==> config.mk <==
export PLATFORM = sky130hd
export DESIGN_NAME = bus_width_adapter
export DESIGN_NICKNAME = d
export VERILOG_FILES = /design/src/rtl/bwc_pkg.sv /design/src/rtl/bwc_cfg_latch.sv /design/src/rtl/bwc_pack.sv /design/src/rtl/bwc_split.sv /design/src/rtl/bus_width_adapter.sv
export SDC_FILE = /design/constraint.sdc
export NUM_CORES = 1
export LEC_CHECK = 0
export BUFFER_PORTS_ARGS = -buffer_cell sky130_fd_sc_hd__buf_2
export CAP_MARGIN = 15
export CORE_MARGIN = 1.5
export CORE_UTILIZATION = 36
export DETAILED_ROUTE_END_ITERATION = 7
export GPL_TIMING_DRIVEN = 0
export PLACE_DENSITY = 0.6
export SLEW_MARGIN = 40
export SYNTH_ARGS = -nofsm -noshare
export SYNTH_HDL_FRONTEND = slang
export SYNTH_HIERARCHICAL = 1
export SYNTH_SLANG_ARGS = --single-unit
==> constraint.sdc <==
create_clock -name clk -period 13.6 [get_ports clk]
set_input_delay 1.36 -clock clk [delete_from_list [all_inputs] [get_ports clk]]
set_output_delay 1.36 -clock clk [all_outputs]
set_load 0.02 [all_outputs]
==> src/rtl/bwc_pkg.sv <==
// Shared types and helpers for the bus-matching width adapter.
// Assumes the internal word is made of a lane count divisible by four.
package bwc_pkg;

    typedef enum logic [1:0] {
        SEL_FULL    = 2'b00,
        SEL_HALF    = 2'b01,
        SEL_QUARTER = 2'b10,
        SEL_SPARE   = 2'b11
    } wsel_e;

    typedef struct packed {
        wsel_e in_sel;
        wsel_e out_sel;
        logic  little;
    } bwc_cfg_t;

    // Lanes occupied by one port word of the given select.
    function automatic int unsigned lanes_of(wsel_e s, int unsigned total);
        case (s)
            SEL_HALF:    return total / 2;
            SEL_QUARTER: return total / 4;
            default:     return total;
        endcase
    endfunction

    // Port words making up one internal word for the given select.
    function automatic int unsigned parts_of(wsel_e s);
        case (s)
            SEL_HALF:    return 2;
            SEL_QUARTER: return 4;
            default:     return 1;
        endcase
    endfunction

endpackage

==> src/rtl/bwc_cfg_latch.sv <==
// Configuration capture for the width adapter.
// Samples the select pins on every clock while reset is low and holds them
// afterwards. Derives the per-side lane width and part count; equal widths
// collapse both sides to a single part (pass-through).
module bwc_cfg_latch
    import bwc_pkg::*;
#(
    parameter int unsigned LANES = 4,
    localparam int unsigned LCW = $clog2(LANES + 1)
) (
    input  logic           clk,
    input  logic           rst_n,
    input  logic [1:0]     in_sel_i,
    input  logic [1:0]     out_sel_i,
    input  logic           little_i,
    output bwc_cfg_t       cfg_o,
    output logic [LCW-1:0] pack_lanes_o,
    output logic [LCW-1:0] pack_parts_o,
    output logic [LCW-1:0] split_lanes_o,
    output logic [LCW-1:0] split_parts_o
);

    bwc_cfg_t cfg_q;
    logic     same_w;

    // Capture the pins only while reset is held.
    always_ff @(posedge clk) begin
        if (!rst_n) begin
            cfg_q <= '{in_sel: wsel_e'(in_sel_i), out_sel: wsel_e'(out_sel_i), little: little_i};
        end
    end

    // Derive lane widths and part counts for both directions.
    always_comb begin
        same_w        = (lanes_of(cfg_q.in_sel, LANES) == lanes_of(cfg_q.out_sel, LANES));
        pack_lanes_o  = LCW'(lanes_of(cfg_q.in_sel, LANES));
        split_lanes_o = LCW'(lanes_of(cfg_q.out_sel, LANES));
        pack_parts_o  = same_w ? LCW'(1) : LCW'(parts_of(cfg_q.in_sel));
        split_parts_o = same_w ? LCW'(1) : LCW'(parts_of(cfg_q.out_sel));
    end

    assign cfg_o = cfg_q;

endmodule

==> src/rtl/bwc_pack.sv <==
// Narrow-to-wide packer. Collects nparts right-aligned narrow words into one
// long word, placing each by byte order, and offers it downstream.
// Assumes part_lanes * nparts equals LANES, or nparts is one.
// A new word may start in the cycle the finished one leaves.
module bwc_pack #(
    parameter int unsigned LANE_W = 9,
    parameter int unsigned LANES  = 4,
    localparam int unsigned DW  = LANE_W * LANES,
    localparam int unsigned LCW = $clog2(LANES + 1)
) (
    input  logic           clk,
    input  logic           rst_n,
    input  logic [LCW-1:0] part_lanes,
    input  logic [LCW-1:0] nparts,
    input  logic           little,
    input  logic           in_valid,
    output logic           in_ready,
    input  logic [DW-1:0]  in_data,
    output logic           out_valid,
    input  logic           out_ready,
    output logic [DW-1:0]  out_data,
    output logic [LCW-1:0] fill
);

    logic [LCW-1:0] cnt;
    logic [LCW-1:0] slot;
    logic           full;
    logic [DW-1:0]  acc;
    logic [DW-1:0]  low_mask;
    logic [DW-1:0]  merged;
    int unsigned    off;

    // Mask covering one port word at the bottom of the long word.
    for (genvar g = 0; g < LANES; g++) begin : g_mask
        assign low_mask[g*LANE_W +: LANE_W] = (LCW'(g) < part_lanes) ? '1 : '0;
    end

    assign in_ready = !full || out_ready;

    // Place the incoming narrow word at its slot over the running word.
    always_comb begin
        slot   = little ? cnt : (nparts - LCW'(1) - cnt);
        off    = int'(slot) * int'(part_lanes) * LANE_W;
        merged = ((full ? '0 : acc) & ~(low_mask << off)) | ((in_data & low_mask) << off);
    end

    // Advance the part counter and release the word on its last part.
    always_ff @(posedge clk) begin
        if (!rst_n) begin
            cnt  <= '0;
            full <= 1'b0;
            acc  <= '0;
        end else begin
            if (full && out_ready) begin
                full <= 1'b0;
            end
            if (in_valid && in_ready) begin
                acc <= merged;
                if (cnt == nparts - LCW'(1)) begin
                    cnt  <= '0;
                    full <= 1'b1;
                end else begin
                    cnt <= cnt + LCW'(1);
                end
            end
        end
    end

    assign out_valid = full;
    assign out_data  = acc;
    assign fill      = cnt;

endmodule

==> src/rtl/bwc_split.sv <==
// Wide-to-narrow splitter. Holds one long word and sends nparts narrow
// words from it in byte order, right-aligned with zeroed upper bits.
// Takes the next long word in the cycle its last part leaves.
module bwc_split #(
    parameter int unsigned LANE_W = 9,
    parameter int unsigned LANES  = 4,
    localparam int unsigned DW  = LANE_W * LANES,
    localparam int unsigned LCW = $clog2(LANES + 1)
) (
    input  logic           clk,
    input  logic           rst_n,
    input  logic [LCW-1:0] part_lanes,
    input  logic [LCW-1:0] nparts,
    input  logic           little,
    input  logic           in_valid,
    output logic           in_ready,
    input  logic [DW-1:0]  in_data,
    output logic           out_valid,
    input  logic           out_ready,
    output logic [DW-1:0]  out_data,
    output logic [LCW-1:0] left
);

    logic [DW-1:0]  hold;
    logic [DW-1:0]  low_mask;
    logic [LCW-1:0] idx;
    logic [LCW-1:0] slot;
    logic           busy;
    logic           last;
    int unsigned    off;

    // Mask covering one port word at the bottom of the long word.
    for (genvar g = 0; g < LANES; g++) begin : g_mask
        assign low_mask[g*LANE_W +: LANE_W] = (LCW'(g) < part_lanes) ? '1 : '0;
    end

    assign last     = (idx == nparts - LCW'(1));
    assign in_ready = !busy || (last && out_ready);

    // Select the part due now and right-align it.
    always_comb begin
        slot     = little ? idx : (nparts - LCW'(1) - idx);
        off      = int'(slot) * int'(part_lanes) * LANE_W;
        out_data = (hold >> off) & low_mask;
    end

    // Step through parts and reload when the word is spent.
    always_ff @(posedge clk) begin
        if (!rst_n) begin
            hold <= '0;
            idx  <= '0;
            busy <= 1'b0;
        end else begin
            if (busy && out_ready) begin
                if (last) begin
                    busy <= 1'b0;
                end else begin
                    idx <= idx + LCW'(1);
                end
            end
            if (in_valid && in_ready) begin
                hold <= in_data;
                idx  <= '0;
                busy <= 1'b1;
            end
        end
    end

    assign out_valid = busy;
    assign left      = busy ? (nparts - idx) : '0;

endmodule

==> src/rtl/bus_width_adapter.sv <==
// Bus-matching width adapter top. Packs narrow write-port words into long
// storage words and splits long storage words into narrow read-port words.
// Widths and byte order come from pins sampled during reset.
// Assumes LANES is a multiple of four; narrow data is right-aligned.
module bus_width_adapter
    import bwc_pkg::*;
#(
    parameter int unsigned LANE_W = 9,
    parameter int unsigned LANES  = 4,
    localparam int unsigned DW  = LANE_W * LANES,
    localparam int unsigned LCW = $clog2(LANES + 1)
) (
    input  logic           clk,
    input  logic           rst_n,
    input  logic [1:0]     cfg_in_sel,
    input  logic [1:0]     cfg_out_sel,
    input  logic           cfg_little,
    input  logic           wr_valid,
    output logic           wr_ready,
    input  logic [DW-1:0]  wr_data,
    output logic           st_valid,
    input  logic           st_ready,
    output logic [DW-1:0]  st_data,
    input  logic           ld_valid,
    output logic           ld_ready,
    input  logic [DW-1:0]  ld_data,
    output logic           rd_valid,
    input  logic           rd_ready,
    output logic [DW-1:0]  rd_data,
    output logic [LCW-1:0] pack_fill,
    output logic [LCW-1:0] split_left
);

    bwc_cfg_t       cfg_q;
    logic [LCW-1:0] pack_lanes;
    logic [LCW-1:0] pack_parts;
    logic [LCW-1:0] split_lanes;
    logic [LCW-1:0] split_parts;

    bwc_cfg_latch #(.LANES(LANES)) u_cfg (
        .clk          (clk),
        .rst_n        (rst_n),
        .in_sel_i     (cfg_in_sel),
        .out_sel_i    (cfg_out_sel),
        .little_i     (cfg_little),
        .cfg_o        (cfg_q),
        .pack_lanes_o (pack_lanes),
        .pack_parts_o (pack_parts),
        .split_lanes_o(split_lanes),
        .split_parts_o(split_parts)
    );

    bwc_pack #(.LANE_W(LANE_W), .LANES(LANES)) u_pack (
        .clk       (clk),
        .rst_n     (rst_n),
        .part_lanes(pack_lanes),
        .nparts    (pack_parts),
        .little    (cfg_q.little),
        .in_valid  (wr_valid),
        .in_ready  (wr_ready),
        .in_data   (wr_data),
        .out_valid (st_valid),
        .out_ready (st_ready),
        .out_data  (st_data),
        .fill      (pack_fill)
    );

    bwc_split #(.LANE_W(LANE_W), .LANES(LANES)) u_split (
        .clk       (clk),
        .rst_n     (rst_n),
        .part_lanes(split_lanes),
        .nparts    (split_parts),
        .little    (cfg_q.little),
        .in_valid  (ld_valid),
        .in_ready  (ld_ready),
        .in_data   (ld_data),
        .out_valid (rd_valid),
        .out_ready (rd_ready),
        .out_data  (rd_data),
        .left      (split_left)
    );

endmodule

==> results_dict.tcl, run 1 <==
set metrics [dict create \
    core_um2 27800 \
    synth-edff-count 5 \
    detail_route.first_pass.iterations 6 \
    ys_seq_area_frac 0.172 \
    antenna_found_initial 0 \
    design_area_um2 11800 \
    cts_tree "built" \
    dieArea_um2 29200 \
    cts_buffer_depth 2 \
    rsz0062_at_grt "false" \
    n_antenna_cell 0 \
    worst-endpoint-required_ns 12.24 \
    ant_nets 0 \
    cts_inserted_buffers 9 \
    drive_gt1_frac 0.197 \
    async_reset_ff_frac 0 \
    syn_area_um2 10200 \
    finalCriticalPeriod_ns 8.79 \
    h-tree-depth 3 \
    clkTransAtPathRegs_ns 0.07 \
    worstSetupPathType "reg -> out" \
    drc 0 \
    hold_viol 0 \
    detailed_place_hpwl_mm 38.3 \
    crit_arrival_ns 7.43 \
    fin_cells 1828 \
    placed_area_um2 11500 \
    die_y_um 171 \
    fmaxAchievable_mhz 114 \
    worstSetupStartpointType "flip-flop" \
    cellLeakagePower_uw 0.00468 \
    grt_start_max_net_pins 17 \
    reg2reg_slack_ns 5.55 \
    nets 1572 \
    slew_headroom 0.380 \
    crit_fanout 10 \
    clock_sinks 85 \
    vias 11800 \
    synthToLayoutAreaGrowth_pct 16.1 \
    first_global_vias 10800 \
    status "finished, final reports clean" \
    setup_tns_ns 0 \
    place.gp.congestion 1.01 \
    syn_avg_cell_area_um2 8.01 \
    synth_nets 1395 \
    wl_per_cell_um 26.3 \
    num_io_pins 165 \
    start_util 0.366 \
    period_share 0.646 \
    finalSetupViolCount 0 \
    overflow 0 \
    rows 61 \
    finalMaxSlewViolations 0 \
    worstSkewPairLatency_ns 0.36 \
    dp_cells 1812 \
    end_kind "output port" \
    synth-warning-count 6 \
    whs_ns 0.481 \
    drtIter0Drc 1586 \
    finClkSkew_ns 0.0113 \
    p_per_area_nw_per_um2 172 \
    grt_util_all_layers 0.326 \
    synthCells 1268 \
    die_w_um 171 \
    utilization 0.424 \
    cap_violations 0 \
    hp-class "reg -> reg" \
    synthFlopType "dfxtp_1" \
    ir_drop_mv 0.0602 \
    synth_seq_cells 85 \
    port_buffers 164 \
    yosysUniqueCellTypes 87 \
    hold_buffers 0 \
    cts_resized 0 \
    drt-total-wl_mm 48.1 \
    grt_pass1_wl_mm 70.6 \
    viasPerCell 6.48 \
    tightest_slew_ns 0.924 \
    cts-root-buf "clkbuf_16" \
    post_cts_buffers 0 \
]
-- cell families after synthesis --
family | share of synthesized area
AOI/OAI and AO/OA | 0.252
DFF | 0.172
buffers and inverters | 0.0627
and+or+nand+nor | 0.206
muxes | 0.226
adders and majority gates | 0.0609
xor gates and xnor gates | 0.0197
-- final cells by class --
| type | instances | area (um2) |
|---|---|---|
| timing repair buffer | 166 | 831 |
| buffer | 102 | 463 |
| fill | 2996 | 16000 |
| inverter | 43 | 174 |
| clock inverter | 6 | 51.3 |
| multi-input combinational | 1038 | 7800 |
| clock buffer | 10 | 250 |
| sequential | 85 | 1750 |
| tap | 378 | 473 |
-- worst max-delay path: stages, from the launching register on --
cell and delay, ns:
edfxtp_1 0.36, inv_1 0.05, ha_1 0.49, xnor2_1 0.20, a31oi_1 0.37, inv_1 0.09, ha_1 0.31, fa_1 0.39
xnor2_1 0.18, nor2_1 0.07, xnor2_1 0.25, nor2_1 0.09, fa_1 0.45, ha_1 0.23, fa_1 0.44, xor2_1 0.26
ha_1 0.28, ha_1 0.20, inv_1 0.08, fa_1 0.21, nand4b_1 0.17, a21oi_1 0.54, clkbuf_1 0.43, nand3_1 0.24
a211oi_1 0.29, a21oi_1 0.07, a21oi_1 0.16, buf_2 0.19
-- registers in the layout, summed over array words and instances (netlist names) --
signal             flops
u_cfg/cfg_o            5
u_pack/fill            3
u_pack/out_data       36
u_pack/out_valid       1
u_split/hold          36
u_split/idx            3
u_split/out_valid      1
-- metrics by stage --
| step | total power [uW] | setup slack [ns] |
|---|---|---|
| 2_1_floorplan | 1190 | 6.22 |
| 6_report | 2020 | 4.81 |
| 4_1_cts | 1960 | 4.90 |
| 3_5_place_dp | 1700 | 5.29 |
| 5_1_grt | 2100 | 4.39 |
| 3_3_place_gp | 1710 | 5.32 |
-- layer usage --
layer  global-route usage  up-vias  wire, um  share of wire
li1                     -     5165         -              -
met1                0.486     5750     21800           0.45
met2                0.473      825     19700           0.41
met3               0.0514      103      5110           0.11
met4                0.107        0      1560          0.032
met5                    0        -         0              0
-- final timing paths --
check / to / depth (start not counted) / from
worst max-delay path: rd_data[1] / 27 / u_cfg/cfg_o[1]$_DFFE_PN_
worst min-delay path: u_pack/out_data[13]$_SDFFE_PN0P_ / 2 / u_pack/out_data[13]$_SDFFE_PN0P_
worst max register to register: u_pack/out_data[30]$_SDFFE_PN0P_ / 26 / u_cfg/cfg_o[1]$_DFFE_PN_
worst min register to register: u_pack/out_data[13]$_SDFFE_PN0P_ / 2 / u_pack/out_data[13]$_SDFFE_PN0P_
-- synth_stat cells (9+ instances only) --
cell | n | share of area
inv_1 | 38 | 0.014
dfxtp_1 | 80 | 0.16
xnor2_1 | 13 | 0.011
nor2b_1 | 15 | 0.0092
ha_1 | 35 | 0.043
o211ai_1 | 35 | 0.026
nor4_1 | 13 | 0.0080
mux2_2 | 14 | 0.016
o21ai_0 | 60 | 0.030
a21boi_0 | 44 | 0.033
a211oi_1 | 15 | 0.011
nor3_1 | 34 | 0.017
and2_1 | 16 | 0.0099
clkbuf_1 | 82 | 0.030
mux4_2 | 49 | 0.11
nand2b_1 | 18 | 0.011
nand4_1 | 11 | 0.0068
nand2_1 | 178 | 0.066
a21oi_1 | 57 | 0.028
a31oi_1 | 27 | 0.017
fa_1 | 9 | 0.018
mux2i_1 | 86 | 0.085
o22ai_1 | 9 | 0.0055
nor2_1 | 80 | 0.030
nand3_1 | 45 | 0.022
-- placed cells by master, fill, tap and decap left out, drive strengths merged, types with 35 or more instances in the layout --
cell	count
ha	35
nor2	80
a21boi	45
o211ai	35
mux2i	87
buf	186
nand2	178
mux4	55
dfxtp	80
o21ai	68
a21oi	57
inv	45
nand3	46
clkbuf	92
-- report_power, final --
part	internal [uW]	switching (uW)
sequential	292	34.7
combinational	423	1020
clock	138	118
Note: power is estimated with default switching activity, not from simulation.
==> run 2: changes to the inputs <==
--- a/config.mk
+++ b/config.mk
@@ -11,7 +11,7 @@
 export CORE_UTILIZATION = 36
 export DETAILED_ROUTE_END_ITERATION = 7
 export GPL_TIMING_DRIVEN = 0
-export PLACE_DENSITY = 0.6
+export PLACE_DENSITY = 0.62
 export SLEW_MARGIN = 40
 export SYNTH_ARGS = -nofsm -noshare
 export SYNTH_HDL_FRONTEND = slang
==> constraint.sdc (replaced) <==
create_clock -name clk -period 7.5 [get_ports clk]
set_input_delay 0.75 -clock clk [delete_from_list [all_inputs] [get_ports clk]]
set_output_delay 0.75 -clock clk [all_outputs]
set_load 0.02 [all_outputs]
==> results_dict.tcl, run 2 (same netlist as run 1, synthesis figures left out) <==
set metrics [dict create \
    status "finished, final reports clean" \
    die_w_um 171 \
    cts_inserted_buffers 9 \
    detail_route.first_pass.iterations 5 \
    worstSetupPathType "reg -> out" \
    wl_per_cell_um 26.2 \
    clock_sinks 85 \
    ant_nets 0 \
    worst-endpoint-required_ns 6.75 \
    synthToLayoutAreaGrowth_pct 20.2 \
    cellLeakagePower_uw 0.00481 \
    whs_ns 0.487 \
    cts-root-buf "clkbuf_16" \
    grt_pass1_wl_mm 71.1 \
    final_common_cell "nand2_1" \
    drive_gt1_frac 0.234 \
    drc 0 \
    multi_input_area_um2 8050 \
    finClkSkew_ns 0.0108 \
    detailed_place_hpwl_mm 38.0 \
    crit_arrival_ns 6.53 \
    finalMaxSlewViolations 0 \
    hold_viol 0 \
    crit_fanout 9 \
    cts_tree "built" \
    vias 11800 \
    slew_headroom 0.414 \
    viasPerCell 6.40 \
    port_buffers 164 \
    cts_buffer_depth 2 \
    n_antenna_cell 0 \
    first_global_vias 11200 \
    p_per_area_nw_per_um2 307 \
    drt-total-wl_mm 48.4 \
    dieArea_um2 29200 \
    hold_buffers 0 \
    core_um2 27800 \
    hp-class "reg -> reg" \
    num_io_pins 165 \
    fin_cells 1850 \
    ir_drop_mv 0.111 \
    place.gp.congestion 1.05 \
    antenna_found_initial 1 \
    clkTransAtPathRegs_ns 0.07 \
    drtIter0Drc 1345 \
    worstSetupStartpointType "flip-flop" \
    tightest_slew_ns 0.879 \
    fmaxAchievable_mhz 137 \
    period_share 0.971 \
    worstSkewPairLatency_ns 0.36 \
    overflow 0 \
    end_kind "output port" \
    layout_common_cells "176 x nand2_1, 171 x buf_2, 86 x mux2i_1, 80 x dfxtp_1, 79 x clkbuf_1" \
    h-tree-depth 3 \
    die_y_um 171 \
    nets 1594 \
    cap_violations 0 \
    dp_cells 1812 \
    finalCriticalPeriod_ns 7.28 \
    finalSetupViolCount 0 \
    start_util 0.366 \
    rows 61 \
    grt_util_all_layers 0.328 \
    grt_start_max_net_pins 16 \
    fillCellCount 2907 \
    ff_latch_area_um2 1750 \
]
run 2: cell count changes in the layout (fill, tap and decap cells not counted), moves of 4 or more:
cell / before / now
nor2_2: 2 / 6
ha_4: 0 / 4
ha_1: 35 / 30
buf_4: 3 / 28
nor2_1: 78 / 72
xnor2_1: 13 / 9
run 2: cell type report:
cell class	instances	share of cell area
sequential	85	0.144
multi-input combinational	1038	0.660
timing repair buffer	188	0.0822
inverter	43	0.0143
clock buffer	10	0.0188
buffer	102	0.0389
clock inverter	6	0.00369
tap	378	0.0388
run 2: worst paths after layout:
check | start | to | slack (ns) | depth (start not counted)
hold reg to reg | u_pack/out_data[15]$_SDFFE_PN0P_ | u_pack/out_data[15]$_SDFFE_PN0P_ | 0.49 | 2
hold / removal | u_pack/out_data[15]$_SDFFE_PN0P_ | u_pack/out_data[15]$_SDFFE_PN0P_ | 0.49 | 2
setup / recovery | u_cfg/cfg_o[3]$_DFFE_PN_ | rd_data[20] | 0.22 | 27
setup reg to reg | u_cfg/cfg_o[3]$_DFFE_PN_ | u_pack/out_data[30]$_SDFFE_PN0P_ | 0.34 | 26
run 2: per-stage QoR:
step / utilization / power (uW) / setup WS [ns] / setup TNS [ns] / cell area, um2
final: 0.439 / 3740 / 0.220 / 0 / 12200
after global routing: 0.439 / 3870 / -0.0502 / -0.149 / 12200
after CTS: 0.430 / 3560 / 0.000405 / 0 / 12000
after detailed placement: 0.414 / 3080 / -0.502 / -7.10 / 11500
after global placement: 0.412 / 3110 / -0.405 / -3.75 / 11400
after floorplan: - / 2150 / 0.734 / 0 / 10200
run 2: critical path: stages, from the launching register on:
cell	delay, ns
edfxtp_1	0.39
buf_4	0.16
ha_4	0.19
xnor2_4	0.20
a31o_1	0.20
inv_1	0.07
ha_1	0.32
fa_1	0.38
xnor2_1	0.16
nor2_1	0.08
xnor2_2	0.23
nor2_2	0.06
fa_1	0.45
ha_2	0.21
fa_2	0.40
xor2_2	0.20
ha_1	0.31
ha_1	0.16
inv_1	0.06
fa_2	0.35
buf_4	0.17
xor2_4	0.23
o21ai_1	0.16
nor2_1	0.18
nand2_2	0.16
or3_4	0.39
nor2b_1	0.14
buf_2	0.18
run 2: repair_timing:
item / 4_1_cts / 5_1_grt
pin swaps: 5 / 16
setup endpoints to repair: 43 / 55
setup buffers: 5 / 17
endpoints found under the hold margin: 0 / 0
gates resized for setup: 29 / 29
run 2: per-layer routing:
| metal | wire (um) | GRT usage |
|---|---|---|
| met1 | 20400 | 0.443 |
| met2 | 20400 | 0.481 |
| met3 | 5570 | 0.0948 |
| met4 | 2010 | 0.145 |
| met5 | 77 | 0.0157 |
run 2: power by group:
part,internal (uW),switching [uW],total [uW]
Combinational,833,1880,2710
Clock,228,210,438
Sequential,529,66.1,595
Total,1590,2150,3740
